## src/rtl/epd_pkg.sv

```systemverilog
package epd_pkg;
  // Strobes the control hands to the datapath each cycle
  typedef struct packed {
    logic load;     // capture a new fetch packet, restart at word 0
    logic advance;  // consume the presented execute packet
  } epdStrobe_t;
endpackage

```

## src/rtl/epd_boundary.sv

```systemverilog
module epd_boundary #(
  parameter int NUM_SLOTS = 8,
  parameter int IDX_W     = $clog2(NUM_SLOTS)
) (
  input  logic [NUM_SLOTS-1:0] chainBits,
  input  logic [IDX_W-1:0]     startIdx,
  output logic [IDX_W-1:0]     endIdx
);
  // First word at or after startIdx that closes a group; the last word always closes.
  always_comb begin
    logic found;
    found  = 1'b0;
    endIdx = IDX_W'(NUM_SLOTS - 1);
    for (int i = 0; i < NUM_SLOTS; i++) begin
      if (!found && (IDX_W'(i) >= startIdx) &&
          (!chainBits[i] || (i == NUM_SLOTS - 1))) begin
        endIdx = IDX_W'(i);
        found  = 1'b1;
      end
    end
  end
endmodule

```

## src/rtl/epd_ctrl.sv

```systemverilog
module epd_ctrl
  import epd_pkg::*;
(
  input  logic       clk,
  input  logic       rst,
  input  logic       fetchValid,
  input  logic       stall,
  input  logic       lastGroup,
  output logic       fetchReady,
  output logic       issueValid,
  output epdStrobe_t strobe
);
  logic loaded;

  assign fetchReady     = !loaded;
  assign issueValid     = loaded && !stall;
  assign strobe.load    = fetchValid && !loaded;
  assign strobe.advance = loaded && !stall;

  always_ff @(posedge clk) begin
    if (rst)                                 loaded <= 1'b0;
    else if (strobe.load)                    loaded <= 1'b1;
    else if (strobe.advance && lastGroup)    loaded <= 1'b0;
  end

  // an accepted packet is presented next cycle unless stalled
  p_accept_presents_r8: assert property (@(posedge clk) disable iff (rst)
    (fetchValid && fetchReady) |=> (issueValid || stall));

  // consuming the final group frees the fetch side
  p_last_frees_fetch_r8: assert property (@(posedge clk) disable iff (rst)
    (issueValid && lastGroup) |=> fetchReady);

  // a stalled cycle leaves the packet pending
  p_stall_keeps_pending_r6: assert property (@(posedge clk) disable iff (rst)
    (stall && !fetchReady) |=> !fetchReady);
endmodule

```

## src/rtl/epd_datapath.sv

```systemverilog
module epd_datapath
  import epd_pkg::*;
#(
  parameter int NUM_SLOTS = 8,
  parameter int WORD_W    = 32,
  localparam int IDX_W    = $clog2(NUM_SLOTS),
  localparam int PKT_W    = NUM_SLOTS * WORD_W
) (
  input  logic                 clk,
  input  logic                 rst,
  input  epdStrobe_t           strobe,
  input  logic [PKT_W-1:0]     fetchData,
  input  logic                 issueValid,
  output logic [PKT_W-1:0]     issueSlots,
  output logic [NUM_SLOTS-1:0] issueMask,
  output logic                 lastGroup
);
  logic [WORD_W-1:0]    words [NUM_SLOTS];
  logic [NUM_SLOTS-1:0] chainBits;
  logic [IDX_W-1:0]     startIdx;
  logic [IDX_W-1:0]     endIdx;
  logic [IDX_W-1:0]     span;

  for (genvar i = 0; i < NUM_SLOTS; i++) begin : g_chain
    assign chainBits[i] = words[i][0];
  end

  epd_boundary #(.NUM_SLOTS(NUM_SLOTS), .IDX_W(IDX_W)) uBoundary (
    .chainBits (chainBits),
    .startIdx  (startIdx),
    .endIdx    (endIdx)
  );

  assign lastGroup = (endIdx == IDX_W'(NUM_SLOTS - 1));
  assign span      = endIdx - startIdx;

  always_ff @(posedge clk) begin
    if (rst) begin
      startIdx <= '0;
      for (int i = 0; i < NUM_SLOTS; i++) words[i] <= '0;
    end else if (strobe.load) begin
      startIdx <= '0;
      for (int i = 0; i < NUM_SLOTS; i++) words[i] <= fetchData[i*WORD_W +: WORD_W];
    end else if (strobe.advance) begin
      startIdx <= lastGroup ? '0 : endIdx + IDX_W'(1);
    end
  end

  // Compaction: slot k takes word startIdx+k when it lies inside the group
  for (genvar k = 0; k < NUM_SLOTS; k++) begin : g_slot
    logic [IDX_W-1:0] sel;
    logic             inGroup;
    assign sel          = startIdx + IDX_W'(k);
    assign inGroup      = issueValid && (IDX_W'(k) <= span);
    assign issueMask[k] = inGroup;
    assign issueSlots[k*WORD_W +: WORD_W] = inGroup ? words[sel] : '0;

    // slots outside the group carry zero
    p_idle_slot_zero_r4: assert property (@(posedge clk) disable iff (rst)
      !issueMask[k] |-> (issueSlots[k*WORD_W +: WORD_W] == '0));

    if (k < NUM_SLOTS - 1) begin : g_chainchk
      // every word followed by another group member has its chain bit set
      p_member_chained_r2: assert property (@(posedge clk) disable iff (rst)
        issueMask[k+1] |-> issueSlots[k*WORD_W]);
    end
  end

  // mask is a contiguous run starting at slot 0
  p_mask_contiguous_r4: assert property (@(posedge clk) disable iff (rst)
    issueValid |-> (issueMask[0] &&
                    ((issueMask & (issueMask + NUM_SLOTS'(1))) == '0)));

  // no consumption while nothing is issued and nothing is loaded
  p_index_held_r6: assert property (@(posedge clk) disable iff (rst)
    (!issueValid && !strobe.load) |=> $stable(startIdx));
endmodule

```

## src/rtl/exec_packet_dispatcher.sv

```systemverilog
module exec_packet_dispatcher
  import epd_pkg::*;
#(
  parameter int NUM_SLOTS = 8,
  parameter int WORD_W    = 32,
  localparam int PKT_W    = NUM_SLOTS * WORD_W
) (
  input  logic                 clk,
  input  logic                 rst,
  input  logic                 fetchValid,
  output logic                 fetchReady,
  input  logic [PKT_W-1:0]     fetchData,
  input  logic                 stall,
  output logic                 issueValid,
  output logic [NUM_SLOTS-1:0] issueMask,
  output logic [PKT_W-1:0]     issueSlots
);
  epdStrobe_t strobe;
  logic       lastGroup;

  epd_ctrl uCtrl (
    .clk        (clk),
    .rst        (rst),
    .fetchValid (fetchValid),
    .stall      (stall),
    .lastGroup  (lastGroup),
    .fetchReady (fetchReady),
    .issueValid (issueValid),
    .strobe     (strobe)
  );

  epd_datapath #(.NUM_SLOTS(NUM_SLOTS), .WORD_W(WORD_W)) uData (
    .clk        (clk),
    .rst        (rst),
    .strobe     (strobe),
    .fetchData  (fetchData),
    .issueValid (issueValid),
    .issueSlots (issueSlots),
    .issueMask  (issueMask),
    .lastGroup  (lastGroup)
  );

  // stall blocks issue at the ports
  p_stall_blocks_issue_r6: assert property (@(posedge clk) disable iff (rst)
    stall |-> (!issueValid && issueMask == '0));

  // fetch side and issue side are never both active
  p_ready_only_idle_r7: assert property (@(posedge clk) disable iff (rst)
    fetchReady |-> !issueValid);
endmodule

```

## config.mk

```make
export PLATFORM = sky130hd
export DESIGN_NAME = exec_packet_dispatcher
export DESIGN_NICKNAME = d
export VERILOG_FILES = /design/src/rtl/epd_pkg.sv /design/src/rtl/epd_boundary.sv /design/src/rtl/epd_ctrl.sv /design/src/rtl/epd_datapath.sv /design/src/rtl/exec_packet_dispatcher.sv
export SDC_FILE = /design/constraint.sdc
export NUM_CORES = 1
export LEC_CHECK = 0
export BUFFER_PORTS_ARGS = -buffer_cell sky130_fd_sc_hd__buf_2
export CORE_UTILIZATION = 45
export CTS_CLUSTER_DIAMETER = 100
export DETAILED_ROUTE_END_ITERATION = 6
export GPL_TIMING_DRIVEN = 0
export MAX_ROUTING_LAYER = met4
export PLACE_DENSITY = 0.72
export SLEW_MARGIN = 20
export SYNTH_ARGS = -nofsm -noshare
export SYNTH_HDL_FRONTEND = slang
export SYNTH_SLANG_ARGS = --single-unit
```

## constraint.sdc

```tcl
create_clock -name clk -period 9.5 [get_ports clk]
set_clock_uncertainty 0.05 [all_clocks]
set_input_delay 1.9 -clock clk [delete_from_list [all_inputs] [get_ports clk]]
set_output_delay 1.9 -clock clk [all_outputs]
set_load 0.005 [all_outputs]
```

======== Word level (Yosys, flattened, before mapping) ========
Memory sizes are Yosys's and may differ from the RTL's. A register that Yosys moved wholly into a read port is not among the register bits.
Index checks and enable logic that the tools add are counted.
storage, ports and cells
  output and inout bits ................... 266
  register bits after elaboration ......... 4
  memories kept ........................... 1
  RAM bits ................................ 256
memories
  name         words  width  read ports  clocked after memory_dff  wr ports  line                source
  uData.words  8      32     15          1                         8         epd_datapath.sv:18  logic [WORD_W-1:0] words [NUM_SLOTS];
cells by class
  magnitude comparators ................... 16
  eq/ne operators ......................... 1
  bitwise operators ....................... 8
  add/sub/neg operators ................... 9
  reductions and logical operators ........ 43
  mux-type cells .......................... 41
operator list
  operator               count
  $mux W32               16
  $mux W3                11
  $logic_and A1 B1 Y1    25
  $logic_not A1 Y1       16
  $mux W1                14
  $add A3 B3 Y3 const B  4
  $ge A3 B3 Y1 const A   4
  $le A3 B3 Y1 const A   4
  $or A1 B1 Y1           8
  $add A3 B1 Y3 const B  2
  $add A3 B2 Y3 const B  2
  $ge A1 B3 Y1 const A   2
  $ge A2 B3 Y1 const A   2
  $le A1 B3 Y1 const A   2
  $le A2 B3 Y1 const A   2
  $eq A3 B3 Y1 const B   1
  $sub A3 B3 Y3          1
  $reduce_bool A2 Y1     1
  $reduce_or A2 Y1       1

======== Logic depth before layout (Yosys ltp) ========
Gate-level depths: netlist (run 1).
  depth in word-level cells ............... 34
  depth in mapped cells ................... 20
  gate-level depth less buffers ........... 15

======== Cells and area by module ========
Synthesis (run 1) repeated with hierarchy kept, for this count alone.
unflattened totals
  cell total of the unflattened synthesis .. 2053
  area, all modules ....................... 21983.6 µm²
modules (own cells, without submodules)
  module        times used  area each (µm²)  cells each
  epd_datapath  1           21797.2          2028
  epd_boundary  1           116.4            18
  epd_ctrl      1           70.1             7

======== Least setup slack after synthesis (run 1) ========
No wires, ideal clock.
  kind .................................... input to register
  start point ............................. in rst
  end point ............................... mem uData.words[0][0], enable pin
  setup time .............................. 0.666 ns
  arrival time ............................ 8.351 ns
  required time ........................... 8.784 ns
  path slack .............................. 0.433 ns
  cell stages on the path ................. 2
  buffers on the path ..................... 1
  cell sequence ........................... clkbuf_1 nand2b_1
RTL lines
  item             line                         source
  start, declared  exec_packet_dispatcher.sv:9  input logic rst,
  end, declared    epd_datapath.sv:18

======== Worst setup path after layout (run 1) ========
  start point ............................. reg uData.startIdx[2]
  end point ............................... out issueSlots[121]
on the way
  word-level cells in the longest chain between the ends .. 34
ends and longest elaborated chain
  item                              line                          source
  start, declared                   epd_datapath.sv:20            logic [IDX_W-1:0] startIdx;
  start signal, assigned            epd_datapath.sv:45            startIdx <= lastGroup ? '0 : endIdx + IDX_W'(1);
  $ge A1 B3 Y1                      epd_boundary.sv:15            if (!found && (IDX_W'(i) >= startIdx) &&
  $logic_and A1 B1 Y1               epd_boundary.sv:15
  $mux W1                           epd_boundary.sv:15
  $logic_not A1 Y1                  epd_boundary.sv:15
  $logic_and A1 B1 Y1 (2 in a row)  epd_boundary.sv:15
  $mux W1                           epd_boundary.sv:15
  $logic_not A1 Y1                  epd_boundary.sv:15
  $logic_and A1 B1 Y1 (2 in a row)  epd_boundary.sv:15
  (+16 left out)                    n/a
  $mux W1                           epd_boundary.sv:15
  $logic_not A1 Y1                  epd_boundary.sv:15
  $logic_and A1 B1 Y1               epd_boundary.sv:15
  $mux W3                           epd_boundary.sv:15
  $sub A3 B3 Y3                     epd_datapath.sv:35            assign span = endIdx - startIdx;
  $le A2 B3 Y1                      epd_datapath.sv:54            assign inGroup = issueValid && (IDX_W'(k) <= span);
  $logic_and A1 B1 Y1               epd_datapath.sv:54
  $mux W32 *                        epd_datapath.sv:56            assign issueSlots[k*WORD_W +: WORD_W] = inGroup ? words[sel] : '0;
  end, declared                     exec_packet_dispatcher.sv:16  output logic [PKT_W-1:0] issueSlots
Mark *: on every way between the ends. The rest lies on a longest branch, timed or not.

==> results of run 1 <==
[metal layers]
layer,share of wire,up-vias,track usage
met4,0.058,0,0.225
met3,0.13,399,0.0896
met1,0.35,9913,0.499
li1,-,8077,-
met2,0.46,2112,0.589
met5,0,-,-
[sequential cells by signal, summed over array words and instances, names as in the netlist, named ones only]
| signal | cells |
|---|---|
| uCtrl.loaded | 1 |
| uData.words | 256 |
| uData.startIdx | 3 |
[synthesized netlist by cell type, drive strengths merged (2+ instances only)]
cell type  number  share of area
a311o           2        0.00092
mux2i          36          0.017
a211oi          2        0.00069
o311ai          2        0.00081
ha             11         0.0063
buf            87          0.023
edfxtp        256           0.35
inv            22         0.0038
o211ai          3         0.0015
nand2         451          0.078
nor2           45         0.0078
a21oi         229          0.067
nand4           4         0.0039
nand3           2        0.00069
a31oi           2        0.00058
mux2            2         0.0010
mux4          317           0.33
nor2b          67          0.019
xor2            2        0.00081
clkbuf         95          0.016
and2          193          0.056
dfxtp           7         0.0064
o31ai           2         0.0020
nand2b          4         0.0012
xnor2           3         0.0012
[area by class of cell]
class	count	area (sq um)
Antenna cell	10	25.0
Tap cell	615	769
Multi-Input combinational cell	1385	13000
Inverter	22	82.6
Clock buffer	42	945
Clock inverter	19	210
Sequential cell	263	7830
Buffer	182	856
Fill cell	4120	21300
Timing Repair Buffer	530	2740
[critical path, delay by kind of cell, from the launching register on]
kind	cells	cell delay, ps
buf+inv	8	2280
compound gates	5	2000
fa+ha+maj	3	1090
flops	1	370
xor+xnor	1	220
simple gates	1	220
[power groups by stage]
| stage | logic (mW) | registers (mW) | clock network [mW] |
|---|---|---|---|
| after floorplan | 0.473 | 1.48 | 0 |
| after global placement | 0.667 | 1.53 | 0 |
| after detailed placement | 0.685 | 1.51 | 0 |
| after CTS | 0.690 | 1.49 | 1.37 |
| after global routing | 0.741 | 1.50 | 1.42 |
| final | 0.701 | 1.50 | 1.38 |
[through the flow]
| stage | area (sq um) | std cells | setup WS [ps] |
|---|---|---|---|
| floorplan | 21800 | 1852 | 433 |
| global placement | 25100 | 2992 | -2960 |
| detailed placement | 25300 | 2997 | 1500 |
| CTS | 26400 | 3058 | 898 |
| global route | 26500 | 3067 | 511 |
| finish | 26500 | 3068 | 779 |
[cell families after synthesis]
| group | count (synthesis) | synth area share |
|---|---|---|
| XOR/XNOR | 5 | 0.00201 |
| AO/OA/AOI/OAI | 247 | 0.0757 |
| AND/OR/NAND/NOR | 766 | 0.166 |
| flip-flops | 263 | 0.360 |
| multiplexers | 355 | 0.346 |
| adder cells (fa/ha/maj) | 12 | 0.00725 |
| buffers and inverters | 204 | 0.0431 |
[how the worst min path moves through the flow]
stage	startpoint	end	cells past startpoint
after floorplan	uCtrl.loaded	uCtrl.loaded	2
final	uCtrl.loaded	uCtrl.loaded	2
after CTS	uCtrl.loaded	uCtrl.loaded	2
after detailed placement	uCtrl.loaded	uCtrl.loaded	2
after global placement	uCtrl.loaded	uCtrl.loaded	2
after global routing	uCtrl.loaded	uCtrl.loaded	2
==> key figures, run 1 <==
Outcome
  – Status: completed

GRT
  – Gr usage total: 0.396
  – GR Overflow Total: 0
  – Largest net degree at the start of global routing: 55
  – First-pass GRT wire length: 135000 um
  – Antenna violations before repair: 13
  – Vias in the first global route: between 15000 and 20000

Placement
  – I/O Buffers: ~530
  – HPWL after DPL: ~70000 um
  – Routability Congestion: approximately 1

Timing
  – Worst-Margin Slew: 1170 ps
  – Hold Vio Cnt, Final: 0
  – Final Slew Violations: 0
  – Hold_ws: a little under 500 ps
  – Number of setup violations in the final report: 0
  – Rel. slew slack: 0.219
  – Fin Setup TNS: 0 ps
  – Tcrit/Tclk final: 0.918
  – Unrepaired setup endpoints after global routing: no
  – Fmax: 115 MHz
  – Shortest period the worst path allows: 8720 ps

CTS
  – Post-CTS setup buffers: 0
  – Clock tree root driver cell: clkbuf_16
  – CTS sink cnt: around 260
  – H-tree depth: 2
  – CTS Buf Count: 34
  – Clk pin slew, worst setup/hold paths: ~70 ps
  – CTS max path bufs: 3
  – Post_cts resized: 0
  – Worst-skew pair later-pin latency: roughly 570 ps
  – CTS tree: done
  – Hold_buf cts: 0

Synthesis
  – Mapped cell area: approximately 0.022 sq mm
  – Yosys reg bits: approximately 260
  – Synth Area per Inst: around 12 sq um
  – Post-synth cell types: 39
  – Post-synth EDFFs: 256
  – Ys async rst share: 0
  – Post-synthesis sequential area ratio: 0.360
  – Yosys Warn Count: 0
  – Syn_nets: ~2100
  – Synth Flop Type: edfxtp_1
  – Cells after Synth: approximately 1900

Worst setup path
  – FF-to-FF path depth: 12
  – CP endpoint: issueSlots[121]
  – Critical path arrival: a little under 7000 ps
  – Critical Path, Cell by Cell: buf_4 > clkbuf_1 > inv_1 > clkbuf_1 > ha_1 > o31ai_4 > a21oi_1 > a311oi_1 > inv_1 > ha_1 > fa_1 > xnor2_1 > inv_1 > nand4_4 > o211ai_1 > buf_2 > a21oi_1 > buf_2
  – Max stage delay on crit path: about 840 ps
  – WP data required: roughly 7600 ps
  – Worst path most repeated cell: inv_1
  – Reg-to-Reg Start: uData.startIdx[2]
  – CP Class: flop to primary output
  – Setup crit start: uData.startIdx[2]
  – CP max FO: 11
  – Slowest cell on crit path: o211ai_1
  – CP endpoint kind: primary output
  – Flop2flop setup slack: around 5400 ps
  – Critical Path Start Type: flop

Pwr
  – Reg power frac: 0.419
  – Total design power: 3.57 mW
  – Switching pwr: ~1.0 mW
  – Int Pwr: ~2.5 mW
  – Comb power frac: 0.196
  – Switching share of power: 0.291
  – Clk pwr share: 0.385
  – Power density over the cells: between 100 and 150 mW/mm^2
  – Leakage: 10.2 nW
  – Maximum vdd drop: 0.104 mV

Final layout
  – Core Util, Final: 0.554
  – Commonest non-fill, non-tap cell in the layout: buf_2
  – Share of post-route cells with drive strength above 1: 0.441
  – P&R area growth vs syn: 21.7%
  – Final nets: 2690
  – Commonest non-fill, non-tap cells in the layout: 582 x buf_2, 451 x nand2_1, 317 x mux4_2, 256 x edfxtp_1, 193 x and2_1

Drt
  – DRC: 0
  – Routed wire length: between 90000 and 100000 um
  – Drt pass-1 iters: 6
  – DR vias: around 21000
  – Routed Antenna Nets: 0
  – WL per Instance: 31.1 um
  – Drt via density: ~6.7
  – Initial drt markers: just under 4000

Floorplan
  – # rows: 80
  – I/O pin cnt: 526
  – Die area: approximately 0.049 sq mm
  – Die Span X: roughly 220 um
  – DIE HEIGHT: roughly 220 um
  – Initial Util: 0.456
  – CORE AREA: ~0.048 sq mm

Job
  – Maxcap violations: 0

Worst hold path
  – Hold Path Class: flop to flop
(Power assumes the default switching activity.)
==> run 2, diff against run 1 <==
--- a/config.mk
+++ b/config.mk
@@ -12,6 +12,7 @@
 export GPL_TIMING_DRIVEN = 0
 export MAX_ROUTING_LAYER = met4
 export PLACE_DENSITY = 0.72
+export REMOVE_ABC_BUFFERS = 1
 export SLEW_MARGIN = 20
 export SYNTH_ARGS = -nofsm -noshare
 export SYNTH_HDL_FRONTEND = slang
==> key figures, run 2 (synthesis results as in run 1) <==
Timing
  – Fin Setup TNS: 0 ps
  – Final Slew Violations: 0
  – Unrepaired setup endpoints after global routing: no
  – Worst Slack Setup Final: 1420 ps
  – Shortest period the worst path allows: slightly above 8000 ps
  – Hold Vio Cnt, Final: 0
  – Worst-Margin Slew: just under 900 ps
  – Number of setup violations in the final report: 0
  – Fmax: around 120 MHz
  – Rel. slew slack: 0.408
  – Tcrit/Tclk final: 0.851

GRT
  – Layer with the highest usage: met2
  – GR Overflow Total: 0
  – Vias in the first global route: 18300
  – Gr usage total: 0.307
  – Met1 GRT Util: 0.369
  – M2 GR Usage: 0.478
  – Antenna violations before repair: 17
  – Largest net degree at the start of global routing: 64
  – First-pass GRT wire length: between 100000 and 150000 um
  – Met3 usage: 0.0721

Worst setup path
  – Worst reg2reg endpoint: uData.startIdx[2]
  – Setup crit start: uData.startIdx[2]
  – Critical path arrival: between 6000 and 7000 ps
  – CP Class: flop to primary output
  – FF-to-FF path depth: 11
  – CP max FO: 34
  – CP endpoint kind: primary output
  – Reg-to-Reg Start: uData.startIdx[2]
  – CP endpoint: issueSlots[149]
  – WP data required: approximately 7600 ps
  – Critical Path Start Type: flop
  – Flop2flop setup slack: roughly 6000 ps

Drt
  – Initial drt markers: 2212
  – Routed wire length: 75100 um
  – Drt pass-1 iters: 6
  – WL per Instance: about 25 um
  – DRC: 0
  – Drt via density: roughly 6.4
  – DR vias: 18900
  – Routed Antenna Nets: 0

Final layout
  – Commonest non-fill, non-tap cells in the layout: 524 x buf_2, 451 x nand2_1, 317 x mux4_2, 256 x edfxtp_1, 193 x and2_1
  – Reg with most FFs: uData.words
  – P&R area growth vs syn: 23.1%
  – Fill count: 3875
  – Commonest non-fill, non-tap cell in the layout: buf_2
  – Core Util, Final: 0.561
  – Final nets: approximately 2600
  – Share of post-route cells with drive strength above 1: 0.460
  – Register area: around 0.0079 sq mm
  – Largest register FFs: between 200 and 300
  – Footprint of the multi-input gates: roughly 0.013 sq mm
  – Biggest regs: uData.words (256), uData.startIdx (3), uCtrl.loaded (1)

Floorplan
  – I/O pin cnt: 526
  – Die Span X: about 220 um
  – Die area: between 0.04 and 0.05 sq mm
  – DIE HEIGHT: about 220 um
  – Initial Util: 0.456
  – # rows: 80
  – CORE AREA: about 0.048 sq mm

CTS
  – Clk pin slew, worst setup/hold paths: approximately 50 ps
  – CTS max path bufs: 3
  – Post_cts resized: 0
  – Clock tree root driver cell: clkbuf_16
  – Post-CTS setup buffers: 0
  – CTS Buf Count: 34
  – CTS tree: done
  – H-tree depth: 2
  – CTS sink cnt: roughly 260
  – Worst-skew pair later-pin latency: 530 ps
  – Hold_buf cts: 0

Job
  – Maxcap violations: 0

Outcome
  – Status: completed

Pwr
  – Leakage: 10.2 nW
  – Maximum vdd drop: approximately 0.15 mV
  – Power density over the cells: 129 mW/mm^2
  – Total design power: 3.46 mW

Worst hold path
  – Hold Path Class: flop to flop

Placement
  – I/O Buffers: 525
  – Routability Congestion: just over 0.9
  – HPWL after DPL: 52100 um
  – Setup slack after placement: slightly above 2000 ps
==> run 2: cell count changes in the layout (fill, tap and decap cells not counted), moves of 9 or more <==
cell | before | now
clkbuf_1 | 100 | 4
buf_2 | 582 | 524
buf_16 | 2 | 25
buf_1 | 12 | 0
buf_12 | 3 | 15
diode_2 | 10 | 19
==> run 2: stage by stage <==
stage / instance area, sq um / std cells / hold WS, ps
floorplan: 20900 / 1670 / 436
CTS: 26700 / 2928 / 567
global route: 26800 / 2945 / 585
global placement: 24300 / 2810 / 471
detailed placement: 25600 / 2868 / 539
finish: 26800 / 2947 / 565
==> run 2: layer usage <==
metal  part of all wire  vias up
met1               0.34     9157
met4              0.057        0
met5                  0        -
li1                   -     7849
met3               0.12      311
met2               0.48     1571
==> run 2: critical path, stage by stage (launching register included) <==
cell	delay [ps]
dfxtp_4	580
buf_16	320
inv_4	330
ha_1	290
nor2b_1	160
o31ai_4	370
a21oi_1	100
a311oi_1	400
inv_1	100
ha_1	220
fa_1	410
xnor2_1	410
inv_1	170
nand4_4	250
nand3_4	670
a21oi_1	560
buf_2	190
==> run 2: worst min path at each step <==
stage | start | endpoint | slack (ps) | cells after the start
3_3_place_gp | uCtrl.loaded | uCtrl.loaded | 470 | 2
6_report | uCtrl.loaded | uCtrl.loaded | 560 | 2
5_1_grt | uCtrl.loaded | uCtrl.loaded | 590 | 2
2_1_floorplan | uCtrl.loaded | uCtrl.loaded | 440 | 2
3_5_place_dp | uCtrl.loaded | uCtrl.loaded | 540 | 2
4_1_cts | uCtrl.loaded | uCtrl.loaded | 570 | 2
==> run 2: area by class of cell <==
type                            instances  share of cell area
Clock inverter                         21             0.00767
Timing Repair Buffer                  583               0.142
Sequential cell                       263               0.293
Clock buffer                           39              0.0333
Inverter                               22             0.00327
Multi-Input combinational cell       1385               0.490
Tap cell                              615              0.0287
Antenna cell                           19             0.00178
==> run 2: power breakdown <==
part           switching [mW]  internal (mW)
Combinational           0.319          0.357
Clock                   0.520          0.780
Sequential              0.108           1.37
